==> config.mk <==
export PLATFORM = sky130hd
export DESIGN_NAME = burst_addr_gen
export DESIGN_NICKNAME = d
export VERILOG_FILES = /design/src/rtl/bag_pkg.sv /design/src/rtl/bag_base_reg.sv /design/src/rtl/bag_beat_cnt.sv /design/src/rtl/bag_order_map.sv /design/src/rtl/burst_addr_gen.sv
export SDC_FILE = /design/constraint.sdc
export NUM_CORES = 1
export LEC_CHECK = 0
export BUFFER_PORTS_ARGS = -buffer_cell sky130_fd_sc_hd__buf_2
export CORE_UTILIZATION = 43
export DETAILED_ROUTE_END_ITERATION = 7
export PLACE_DENSITY = 0.76
export SLEW_MARGIN = 20
export SYNTH_ARGS = -nofsm -noshare
export SYNTH_HDL_FRONTEND = slang
export SYNTH_SLANG_ARGS = --single-unit
==> constraint.sdc <==
create_clock -name clk_i -period 1.17 [get_ports clk_i]
set_input_delay 0.234 -clock clk_i [delete_from_list [all_inputs] [get_ports clk_i]]
set_output_delay 0.234 -clock clk_i [all_outputs]
set_load 0.02 [all_outputs]
==> src/rtl/bag_pkg.sv <==
package bag_pkg;
  typedef enum logic {
    ORD_LINEAR     = 1'b0,
    ORD_INTERLEAVE = 1'b1
  } order_e;
endpackage

==> src/rtl/bag_base_reg.sv <==
module bag_base_reg #(
  parameter int ADDR_W = 20,
  parameter int LOW_W  = 2
) (
  input  logic                    clk_i,
  input  logic                    rst_ni,
  input  logic                    capture_i,
  input  logic [ADDR_W-1:0]       addr_i,
  output logic [ADDR_W-LOW_W-1:0] upper_o,
  output logic [LOW_W-1:0]        start_o
);
  always_ff @(posedge clk_i or negedge rst_ni) begin
    if (!rst_ni) begin
      upper_o <= '0;
      start_o <= '0;
    end else if (capture_i) begin
      upper_o <= addr_i[ADDR_W-1:LOW_W];
      start_o <= addr_i[LOW_W-1:0];
    end
  end
endmodule

==> src/rtl/bag_beat_cnt.sv <==
module bag_beat_cnt #(
  parameter int LOW_W = 2
) (
  input  logic             clk_i,
  input  logic             rst_ni,
  input  logic             clear_i,
  input  logic             step_i,
  output logic [LOW_W-1:0] beat_o
);
  always_ff @(posedge clk_i or negedge rst_ni) begin
    if (!rst_ni)      beat_o <= '0;
    else if (clear_i) beat_o <= '0;
    else if (step_i)  beat_o <= beat_o + 1'b1; // wraps modulo 2**LOW_W
  end
endmodule

==> src/rtl/bag_order_map.sv <==
module bag_order_map
  import bag_pkg::*;
#(
  parameter int LOW_W = 2
) (
  input  logic [LOW_W-1:0] start_i,
  input  logic [LOW_W-1:0] beat_i,
  input  order_e           order_i,
  output logic [LOW_W-1:0] low_o
);
  logic [LOW_W-1:0] lin_seq;
  logic [LOW_W-1:0] ilv_seq;

  assign lin_seq = start_i + beat_i;

  for (genvar b = 0; b < LOW_W; b++) begin : g_ilv
    assign ilv_seq[b] = start_i[b] ^ beat_i[b];
  end

  assign low_o = (order_i == ORD_INTERLEAVE) ? ilv_seq : lin_seq;
endmodule

==> src/rtl/burst_addr_gen.sv <==
module burst_addr_gen
  import bag_pkg::*;
#(
  parameter int ADDR_W = 20
) (
  input  logic              clk_i,
  input  logic              rst_ni,
  input  logic              hold_i,
  input  logic              load_i,
  input  logic              adv_i,
  input  logic              order_i,
  input  logic [ADDR_W-1:0] addr_i,
  output logic [ADDR_W-1:0] addr_o
);
  localparam int LOW_W = 2;
  localparam int UP_W  = ADDR_W - LOW_W;

  logic             capture;
  logic             step;
  logic [UP_W-1:0]  upper_q;
  logic [LOW_W-1:0] start_q;
  logic [LOW_W-1:0] beat_q;
  logic [LOW_W-1:0] low_d;
  order_e           order_sel;

  // load has priority over advance; hold blocks both
  assign capture   = load_i & ~hold_i;
  assign step      = adv_i & ~load_i & ~hold_i;
  assign order_sel = order_e'(order_i);

  bag_base_reg #(.ADDR_W(ADDR_W), .LOW_W(LOW_W)) u_base (
    .clk_i    (clk_i),
    .rst_ni   (rst_ni),
    .capture_i(capture),
    .addr_i   (addr_i),
    .upper_o  (upper_q),
    .start_o  (start_q)
  );

  bag_beat_cnt #(.LOW_W(LOW_W)) u_beat (
    .clk_i  (clk_i),
    .rst_ni (rst_ni),
    .clear_i(capture),
    .step_i (step),
    .beat_o (beat_q)
  );

  bag_order_map #(.LOW_W(LOW_W)) u_map (
    .start_i(start_q),
    .beat_i (beat_q),
    .order_i(order_sel),
    .low_o  (low_d)
  );

  assign addr_o = {upper_q, low_d};
endmodule

## Word-level counts from Yosys, hierarchy flattened

Cells that the tools add are included.

- Bits in registers: 22
- Output and inout bits: 20
- Logic and storage cells: 16

- Add/sub/neg operators: 2
- Mux-type cells: 3
- Bitwise operators: 7
- Reduce and logical (&&, ||, !) cells: 1

Operators with widths:

| operator | number |
|---|---|
| 2-to-1 mux 2 bit | 3 |
| bitwise AND 1 bit | 3 |
| adder 2 x 1 -> 2 bit, second input constant | 1 |
| adder 2 bit | 1 |
| NOT 1 bit | 2 |
| nonzero test 2 bit | 1 |
| XOR 1 bit | 2 |

## Longest topological paths before layout

- Word-level depth: 5
- Gate-level depth with buffers: 3
- Mapped depth without buffers: 3

## Cells and area by module

Synthesis repeated with hierarchy kept, for this count alone.

- Cell total of the unflattened synthesis: 55
- Area, all modules: 967.2 µm²

Modules (own cells, without submodules):

| module | times used | cells an instance | area an instance (µm²) |
|---|---|---|---|
| bag_base_reg | 1 | 42 | 823.3 |
| bag_beat_cnt | 1 | 7 | 88.8 |
| bag_order_map | 1 | 4 | 36.3 |
| burst_addr_gen | 1 | 2 | 18.8 |

## Least setup slack after synthesis

Ideal clock, no wire load.

- Path type: reg-to-output
- From: register u_beat.beat_o[0]
- To: output addr_o[1]
- Data arrival time: 1.065 ns
- Data required time: 0.936 ns
- Slack: -0.129 ns
- Cell stages (with the launch flop): 4
- Buffers on the path: 0
- Path through: dfrtp_1 > ha_1 > nor2b_1 > xnor2_1

- Longest elaborated chain between the ends: 2

Ends and longest elaborated chain:

| what | line | source |
|---|---|---|
| from (decl) | bag_beat_cnt.sv:8 | `output logic [LOW_W-1:0] beat_o` |
| from (signal assigned) | bag_beat_cnt.sv:13 | `else if (step_i) beat_o <= beat_o + 1'b1;` |
| adder 2 bit | bag_order_map.sv:14 | `assign lin_seq = start_i + beat_i;` |
| 2-to-1 mux 2 bit | bag_order_map.sv:20 | `assign low_o = (order_i == ORD_INTERLEAVE) ? ilv_seq : lin_seq;` |
| to (decl) | burst_addr_gen.sv:13 | `output logic [ADDR_W-1:0] addr_o` |

No other way between the ends.

## Worst setup path after layout

Ends and elaborated chain as after synthesis.

==> results.tsv <==
stage	metric	value	unit
logic_synthesis	synth_area_leaders	dfrtp_1, mux2_2, buf_6, o21ai_0, xnor2_1	
placed_design	globalplace.congestion	0.620	
setup_path	max_stage_delay	0.42	ns
detailed_routing	vias	639	
logic_synthesis	ys_ff_latch	22	
logic_synthesis	synthesis.area	895	µm²
placed_design	placedCellCount	133	
logic_synthesis	ys_warn_count	0	
global_route	grt_max_degree	23	
die	core-area	0.00196	mm²
global_route	grt_overflow_total	0	
placed_design	dp_hpwl	1200	µm
cells_and_area	fin_area	0.00130	mm²
global_route	grt_pass1_wl	2240	µm
power_and_ir_drop	power	1.91	mW
detailed_routing	post-route-drc-count	0	
setup_path	startpoint	u_beat.beat_o[0]	
clock_tree	insertion_delay	0.29	ns
power_and_ir_drop	cellInternalPower	1.36	mW
placed_design	placed_cell_area	0.00122	mm²
clock_tree	cts.root.buffer_cell	clkbuf_4	
setup_path	crit_slowest_cell	dfrtp_1	
sta	tightest_slew	0.483	ns
sta	slew_violations	0	
logic_synthesis	synth_top_area_share	0.615	
cells_and_area	final-seq-area	551	µm²
cells_and_area	drive_gt1_frac	0.705	
cells_and_area	nets	140	
setup_path	reg2reg_from	u_beat.beat_o[0]	
detailed_routing	drt-total-wl	1590	µm
die	dieArea	0.00227	mm²
setup_path	path_max_fanout	2	
cells_and_area	flow.area_growth_from_synthesis	45.2	%
clock_tree	cts.sinks	22	
clock_tree	cts_buffers	3	
die	chipHeight	47.6	µm
cells_and_area	fin_cells	139	
cells_and_area	antenna_cells	0	
power_and_ir_drop	cellPowerDensity	1470	mW/mm²
detailed_routing	drt_iter0_markers	4	
sta	slew_headroom	0.678	
sta	period_share	1.30	
clock_tree	cts_tree	yes	
sta	rsz0062_at_grt	true	
status	violations	negative setup slack	
detailed_routing	ant_nets	0	
detailed_routing	viasPerCell	4.60	
die	start_util	0.456	
setup_path	reg2reg_to	u_beat.beat_o[1]	
global_route	grt_pass1_vias	545	
sta	fin_crit	1.52	ns
placed_design	place.port_buffers	45	
die	io_pins	46	
run	maxCapViolCount	0	
clock_tree	cts-htree-levels	1	
power_and_ir_drop	p_leak	0.626	nW
clock_tree	cts_buffer_depth	2	
sta	setup_viol	2	
global_route	grtUsageTotal	0.145	
cells_and_area	final_core_util	0.662	
setup_path	cp_cell_sequence	ha_4, nor2b_4, xnor2_4, buf_6	
min_path	hold_class	primary input to flop	
setup_path	endpoint	addr_o[1]	
die	rows	16	
status	status	finished with violations	
sta	worst_slack	-0.351	ns
power_and_ir_drop	clockPowerShare	0.207	
clock_tree	clk_pin_slew	0.11	ns
power_and_ir_drop	pwr-share-comb	0.308	
logic_synthesis	synthCells	58	
logic_synthesis	synthDistinctLibCells	13	
cells_and_area	fillCellCount	175	
sta	skew	0.00381	ns
setup_path	cp.required	0.94	ns
power_and_ir_drop	p_sw	548	µW
power_and_ir_drop	switching_share	0.288	
setup_path	rrSetupSlack	0.23	ns
sta	hold_viol	0	
setup_path	end_kind	output port	
placed_design	dp_slack	-0.0528	ns
logic_synthesis	ys_seq_area_frac	0.615	
power_and_ir_drop	seq_power_share	0.485	
logic_synthesis	yosysTopAreaCell	dfrtp_1	
power_and_ir_drop	irDropWorstVdd	931	µV
sta	max_freq	658	MHz
cells_and_area	multiInputGateArea	360	µm²
logic_synthesis	synth_fp_nets	85	
setup_path	worstRegToRegCells	4	
setup_path	arrival	1.29	ns
global_route	antenna_found_initial	0	
detailed_routing	post_drt_wl_per_cell	11.4	µm
setup_path	critPathKind	flop to output port	
setup_path	crit_path_start_kind	flop	
logic_synthesis	syn-mean-instance-area	15.4	µm²
detailed_routing	detail_route.first_pass.iterations	2	
die	die_x	47.6	µm
[Yosys cell counts]
| cell | count |
|---|---|
| dfrtp_1 | 22 |
| nor2b_4 | 1 |
| ha_1 | 1 |
| nand2_1 | 1 |
| a21oi_1 | 1 |
| buf_6 | 2 |
| o21ai_0 | 4 |
| xnor2_1 | 2 |
| nand2b_1 | 1 |
| mux2_2 | 19 |
| nor2b_1 | 1 |
| mux2_4 | 1 |
| nor2_1 | 2 |
[metrics by stage]
stage               setup TNS [ns]  hold WS, ns
floorplan                        0      -0.0616
global placement           -0.0466        0.215
detailed placement         -0.0528        0.224
CTS                         -0.555        0.144
global route                -0.612        0.144
finish                      -0.510        0.158
[final cells by class]
| type | instances | share of cell area |
|---|---|---|
| Clock buffer | 4 | 0.0279 |
| Multi-Input combinational cell | 34 | 0.277 |
| Sequential cell | 22 | 0.424 |
| Timing Repair Buffer | 52 | 0.245 |
| Tap cell | 27 | 0.0260 |
[placed cells by master (no fill, tap or decap), types with 2 or more instances in the layout]
| cell | instances |
|---|---|
| o21ai_0 | 4 |
| buf_4 | 4 |
| nor2_1 | 2 |
| buf_2 | 43 |
| nor2b_4 | 2 |
| buf_12 | 2 |
| buf_6 | 2 |
| dfrtp_1 | 22 |
| mux2_2 | 19 |
| clkbuf_4 | 3 |
[repair_timing]
action                                 in CTS  in global routing
pin swaps                                   1                  2
endpoints found under the hold margin      22                  0
setup endpoints to repair                   2                  2
hold buffers                                1                  0
gates resized for setup                     5                  1
setup buffers                               0                  1
[cell families after synthesis]
group / count (synthesis) / share of synthesized area
flops: 22 / 0.615
mux: 20 / 0.256
simple gates: 6 / 0.0420
compound gates: 5 / 0.0280
xor+xnor: 2 / 0.0196
buf+inv: 2 / 0.0252
fa+ha+maj: 1 / 0.0140
[flip-flops by register name, summed over array words and instances (netlist names)]
name,flops
u_base.start_o,2
u_beat.beat_o,2
u_base.upper_o,18
[power groups by stage]
stage / sequential (mW) / combinational, mW / clock [mW]
after floorplan: 1.05 / 0.213 / 0
after global placement: 0.930 / 0.541 / 0
after detailed placement: 0.936 / 0.552 / 0
after CTS: 0.922 / 0.585 / 0.419
after global routing: 0.940 / 0.634 / 0.437
final: 0.925 / 0.586 / 0.395
[critical path, delay by kind of cell (launching register included)]
kind          cells  cell delay [ns]
xor+xnor          1             0.15
fa+ha+maj         1             0.16
buf+inv           1             0.13
flops             1             0.42
simple gates      1             0.13
[routing by layer]
metal / track usage / vias up / wire (µm)
met5: 0 / - / 0
met4: 0.0667 / 0 / 9
met3: 0.0226 / 2 / 63
met2: 0.244 / 18 / 861
met1: 0.183 / 310 / 650
li1: - / 309 / -
[worst min path at each step]
stage / from / endpoint / depth (start not counted)
6_report: addr_i[4] / u_base.upper_o[2] / 2
3_5_place_dp: rst_ni / u_base.upper_o[0] / 1
2_1_floorplan: rst_ni / u_base.start_o[0] / 0
5_1_grt: addr_i[14] / u_base.upper_o[12] / 2
3_3_place_gp: rst_ni / u_base.upper_o[3] / 1
4_1_cts: addr_i[4] / u_base.upper_o[2] / 2
Note: power is estimated with default switching activity, not from simulation.
